`config.mk`:
```
export PLATFORM = sky130hd
export DESIGN_NAME = pll_status_flags
export DESIGN_NICKNAME = d
export VERILOG_FILES = /design/src/rtl/pll_status_pkg.sv /design/src/rtl/pll_status_ctrl.sv /design/src/rtl/pll_status_dp.sv /design/src/rtl/pll_status_flags.sv
export SDC_FILE = /design/constraint.sdc
export NUM_CORES = 1
export LEC_CHECK = 0
export ABC_AREA = 1
export BUFFER_PORTS_ARGS = -buffer_cell sky130_fd_sc_hd__clkbuf_2
export CAP_MARGIN = 10
export CELL_PAD_IN_SITES_DETAIL_PLACEMENT = 1
export CELL_PAD_IN_SITES_GLOBAL_PLACEMENT = 1
export CORE_UTILIZATION = 24
export DETAILED_ROUTE_END_ITERATION = 12
export GPL_TIMING_DRIVEN = 0
export PLACE_DENSITY_LB_ADDON = 0.2
export SETUP_SLACK_MARGIN = 0.5
export SYNTH_ARGS = -nofsm -noshare
export SYNTH_HDL_FRONTEND = slang
export SYNTH_SLANG_ARGS = --single-unit
```
`constraint.sdc`:
```
create_clock -name clk -period 0.9 [get_ports clk]
set_input_delay 0 -clock clk [delete_from_list [all_inputs] [get_ports clk]]
set_output_delay 0 -clock clk [all_outputs]
set_load 0.02 [all_outputs]
```
`src/rtl/pll_status_pkg.sv`:
```
package pll_status_pkg;
  localparam int DATA_W        = 8;
  localparam int LOCK_FLAG_BIT = 7;
  localparam int LOCK_STAT_BIT = 6;
  localparam int LIMP_FLAG_BIT = 1;
  localparam int LIMP_STAT_BIT = 0;

  typedef struct packed {
    logic lockNow;
    logic limpNow;
    logic lockChg;
    logic limpChg;
    logic clrLock;
    logic clrLimp;
  } ctlStrobes_t;
endpackage

```
`src/rtl/pll_status_ctrl.sv`:
```
module pll_status_ctrl
  import pll_status_pkg::*;
#(
  parameter int SYNC_STAGES = 2
) (
  input  logic              clk,
  input  logic              rstN,
  input  logic              busSel,
  input  logic              busWr,
  input  logic [DATA_W-1:0] busWdata,
  input  logic              lockRaw,
  input  logic              limpRaw,
  output ctlStrobes_t       strobes
);
  localparam int LAST = SYNC_STAGES - 1;

  logic [SYNC_STAGES-1:0] lockPipe, limpPipe;
  logic lockPrev, limpPrev;
  logic lockSync, limpSync;

  generate
    if (SYNC_STAGES > 1) begin : g_multi
      always_ff @(posedge clk or negedge rstN) begin
        if (!rstN) begin
          lockPipe <= '0;
          limpPipe <= '0;
        end else begin
          lockPipe <= {lockPipe[SYNC_STAGES-2:0], lockRaw};
          limpPipe <= {limpPipe[SYNC_STAGES-2:0], limpRaw};
        end
      end
    end else begin : g_single
      always_ff @(posedge clk or negedge rstN) begin
        if (!rstN) begin
          lockPipe <= '0;
          limpPipe <= '0;
        end else begin
          lockPipe <= lockRaw;
          limpPipe <= limpRaw;
        end
      end
    end
  endgenerate

  assign lockSync = lockPipe[LAST];
  assign limpSync = limpPipe[LAST];

  always_ff @(posedge clk or negedge rstN) begin
    if (!rstN) begin
      lockPrev <= 1'b0;
      limpPrev <= 1'b0;
    end else begin
      lockPrev <= lockSync;
      limpPrev <= limpSync;
    end
  end

  logic wrStrobe;
  assign wrStrobe = busSel & busWr;

  always_comb begin
    strobes.lockNow = lockSync;
    strobes.limpNow = limpSync;
    strobes.lockChg = lockSync ^ lockPrev;
    strobes.limpChg = limpSync ^ limpPrev;
    strobes.clrLock = wrStrobe & busWdata[LOCK_FLAG_BIT];
    strobes.clrLimp = wrStrobe & busWdata[LIMP_FLAG_BIT];
  end

  // A toggle of the synchronized limp value is visible as a change strobe
  assert_limp_toggle_R7: assert property (@(posedge clk) disable iff (!rstN)
    (limpSync != $past(limpSync)) |-> strobes.limpChg);
endmodule

```
`src/rtl/pll_status_dp.sv`:
```
module pll_status_dp
  import pll_status_pkg::*;
(
  input  logic              clk,
  input  logic              rstN,
  input  logic              busSel,
  input  ctlStrobes_t       strobes,
  input  logic              lockIrqEn,
  input  logic              limpIrqEn,
  output logic [DATA_W-1:0] busRdata,
  output logic              irq
);
  logic lockFlag, limpFlag;
  logic lockStat;

  always_ff @(posedge clk or negedge rstN) begin
    if (!rstN) begin
      lockFlag <= 1'b0;
    end else if (strobes.limpNow) begin
      lockFlag <= 1'b0;
    end else if (strobes.lockChg) begin
      lockFlag <= 1'b1;
    end else if (strobes.clrLock) begin
      lockFlag <= 1'b0;
    end
  end

  always_ff @(posedge clk or negedge rstN) begin
    if (!rstN) begin
      limpFlag <= 1'b0;
    end else if (strobes.limpChg) begin
      limpFlag <= 1'b1;
    end else if (strobes.clrLimp) begin
      limpFlag <= 1'b0;
    end
  end

  assign lockStat = strobes.lockNow & ~strobes.limpNow;

  always_comb begin
    busRdata = '0;
    if (busSel) begin
      busRdata[LOCK_FLAG_BIT] = lockFlag;
      busRdata[LOCK_STAT_BIT] = lockStat;
      busRdata[LIMP_FLAG_BIT] = limpFlag;
      busRdata[LIMP_STAT_BIT] = strobes.limpNow;
    end
  end

  assign irq = (lockFlag & lockIrqEn) | (limpFlag & limpIrqEn);

  assert_lock_flag_held_R9: assert property (@(posedge clk) disable iff (!rstN)
    strobes.limpNow |=> !lockFlag);

  assert_lock_masked_R5: assert property (@(posedge clk) disable iff (!rstN)
    (busSel && strobes.limpNow) |-> !busRdata[LOCK_STAT_BIT]);

  assert_reserved_zero_R2: assert property (@(posedge clk) disable iff (!rstN)
    busRdata[5:2] == 4'b0000);

  assert_set_wins_R10: assert property (@(posedge clk) disable iff (!rstN)
    strobes.limpChg |=> limpFlag);

  assert_lock_set_R6: assert property (@(posedge clk) disable iff (!rstN)
    (strobes.lockChg && !strobes.limpNow) |=> lockFlag);

  assert_w1c_R8: assert property (@(posedge clk) disable iff (!rstN)
    (strobes.clrLimp && !strobes.limpChg) |=> !limpFlag);
endmodule

```
`src/rtl/pll_status_flags.sv`:
```
module pll_status_flags
  import pll_status_pkg::*;
#(
  parameter int SYNC_STAGES = 2
) (
  input  logic              clk,
  input  logic              rstN,
  input  logic              busSel,
  input  logic              busWr,
  input  logic [DATA_W-1:0] busWdata,
  output logic [DATA_W-1:0] busRdata,
  input  logic              lockRaw,
  input  logic              limpRaw,
  input  logic              lockIrqEn,
  input  logic              limpIrqEn,
  output logic              irq
);
  ctlStrobes_t strobes;

  pll_status_ctrl #(.SYNC_STAGES(SYNC_STAGES)) i_ctrl (
    .clk(clk), .rstN(rstN), .busSel(busSel), .busWr(busWr),
    .busWdata(busWdata), .lockRaw(lockRaw), .limpRaw(limpRaw),
    .strobes(strobes)
  );

  pll_status_dp i_dp (
    .clk(clk), .rstN(rstN), .busSel(busSel), .strobes(strobes),
    .lockIrqEn(lockIrqEn), .limpIrqEn(limpIrqEn),
    .busRdata(busRdata), .irq(irq)
  );
endmodule

```
==> run metrics <==
Chip Width 38.89 µm; largest net degree at the start of global routing 9; Hold Vio Cnt, Final 2; syn_area_per_cell approximately 9.6 µm²; DR vias 299; Port Buffers 14; row cnt 12; RSZ-0062 raised after global routing true; Worst Setup End Kind output port; Post-Syn Area 326.6 µm²; placeable core area about 1200 µm²; Critical Path Fanout Max 3; WL final ~670 µm; filler cell count ~150; GRT Residual Overflow 0; Worst setup SP type flop; Slew Viols, Final 0; Num CTS Buffers 3; Placement Setup Slack between 0.1 and 0.15 ns; Final period util 112.9%; Total GRT Usage roughly 11%; setup TNS -0.2506 ns; Required @ worst endpoint about 0.90 ns; final setup vio count 4; first-pass GRT wire length about 1000 µm; routed vias/inst 3.987; I/O pin count 25; P&R area growth vs syn 81.99%; min cycle time layout 1.016 ns; DRT iter0 DRCs 0; YS warnings 0; post-synth cell types 10; outcome finished with violations; worst-skew pair later-pin latency roughly 0.25 ns; die area between 1500 and 2000 µm²; Num Clock Sinks 8; RePlAce Congestion slightly below 0.6; clk_skew 0.0006349 ns; Final Non-Filler Cells between 70 and 80; Post-CTS Hold Fix Bufs 1; initial core utilization 27.53%; Slowest cell on crit path dfrtp_1; leakage power 0.3271 nW; FF+latch count, synth 8; Worst VDD drop roughly 0.00073 V; Post-Synthesis Cells 34; failing checks negative hold slack, negative setup slack; Clock transition at path regs 0.05 ns; sequential area share after synthesis between 60% and 70%; vias in the first global route just under 300; Clock Path Buffers 2; slowest stage delay, CP between 0.4 and 0.5 ns; H-tree level count 1; drt wl/cell between 8 and 9 µm; Detail Placement HPWL around 470 µm; Post-Place Cells 65; antenna violations before repair 0; Critical Setup Path Class reg -> out; die height approximately 39 µm; cell-by-cell listing of the critical path a22o_4 -> buf_6; fmax approximately 1000 MHz; drc violations 0; antenna fix cells 0; Root Buffer clkbuf_4; total power draw 0.0008701 W; DRT Pass-1 Iters 1; share of cells above drive strength 1 63.93%; setup ws final -0.1157 ns; nets approximately 80; Hold Slack -0.1474 ns; PD cells ~1500 nW/µm²; Worst Hold Class in -> reg; CP arrival around 1 ns; DRT antenna net count 0; TritonCTS clock tree yes; max-cap violation count 0
==> registers in the layout, summed over array words and instances (netlist names) <==
register / count
i_ctrl.limpPrev: 1
i_ctrl.lockPipe: 2
i_dp.limpFlag: 1
i_dp.lockFlag: 1
i_ctrl.lockPrev: 1
i_ctrl.limpPipe: 2
==> synth_stat cells <==
cell,count,area share (%)
a21oi_1,1,1.5
a22o_1,1,2.7
buf_4,4,9.2
conb_1,1,1.1
dfrtp_1,8,61
inv_1,5,5.7
nand2_1,10,11
nand3_1,2,3.1
nor2_1,1,1.1
xnor2_1,1,2.7
==> layer usage <==
| metal | wire length (µm) | vias up | GRT usage [%] |
|---|---|---|---|
| li1 | - | 147 | - |
| met1 | 265 | 132 | 10.58 |
| met2 | 334 | 18 | 18.75 |
| met3 | 53 | 2 | 3.468 |
| met4 | 16 | 0 | 10.34 |
| met5 | 0 | - | 0 |
==> layout by cell type, fill, tap and decap left out, drive strengths merged <==
cell type,count
buf,13
clkbuf,14
inv,5
dfrtp,8
xnor2,1
nor2,1
nand3,2
nand2,10
a22o,1
conb,4
a21oi,1
dlygate4sd3,1
==> final cells by class <==
type                       instances  area [µm²]  share of cell area, %
multi-input combinational         20       121.4                  20.42
inverter                           5       18.77                  3.158
buffer                             4       30.03                  5.053
sequential                         8       200.2                  33.68
timing repair buffer              21       183.9                  30.95
tap                               14       17.52                  2.947
clock buffer                       3       22.52                  3.789
==> cell families (layout without fill, tap and decap cells) <==
| kind of cell | count (synthesis) | count (layout) | synth area share [%] |
|---|---|---|---|
| other cells | 1 | 4 | 1.148 |
| compound gates | 2 | 2 | 4.214 |
| xor+xnor | 1 | 1 | 2.682 |
| buf+inv | 9 | 33 | 14.94 |
| simple gates | 13 | 13 | 15.71 |
| flops | 8 | 8 | 61.30 |
==> metrics by stage <==
stage               instance area (µm²)  utilization [%]
floorplan                         349.1                -
global placement                  436.7            36.81
detailed placement                436.7            36.81
CTS                               578.1            48.73
global route                      594.3            50.11
finish                            594.3            50.11
==> critical path, delay by kind of cell (launching register included) <==
family	cells	cell delay, ns
buffers and inverters	1	0.12
AO/OA/AOI/OAI	1	0.23
flip-flops	1	0.41
==> final timing paths <==
check                                                  start                           end  slack [ns]  cells after the start
min in group asynchronous                               rstN  i_ctrl.lockPipe[0]$_DFF_PN0_        0.13                      2
max in group asynchronous                               rstN     i_dp.lockFlag$_DFFE_PN0P_        0.60                      2
worst max-delay path               i_dp.limpFlag$_DFFE_PN0P_                           irq       -0.12                      2
worst min register to register  i_ctrl.lockPipe[0]$_DFF_PN0_  i_ctrl.lockPipe[1]$_DFF_PN0_        0.35                      0
worst max register to register  i_ctrl.limpPipe[1]$_DFF_PN0_     i_dp.limpFlag$_DFFE_PN0P_        0.08                      3
worst min-delay path                                 lockRaw  i_ctrl.lockPipe[0]$_DFF_PN0_       -0.15                      1
==> power breakdown <==
group	total [W]	internal (W)	switching (W)
combinational	0.000205	0.000112	0.0000930
sequential	0.000395	0.000381	0.0000146
clock	0.000270	0.000152	0.000117
==> timing repair <==
item | in CTS | in global routing
hold endpoints to repair | 10 | 2
setup buffers | 5 | 1
resized for setup | 19 | 5
setup endpoints to repair | 11 | 11
gates cloned | 0 | 0
pin swaps | 4 | 2
Power figures use the tool's default switching activity.
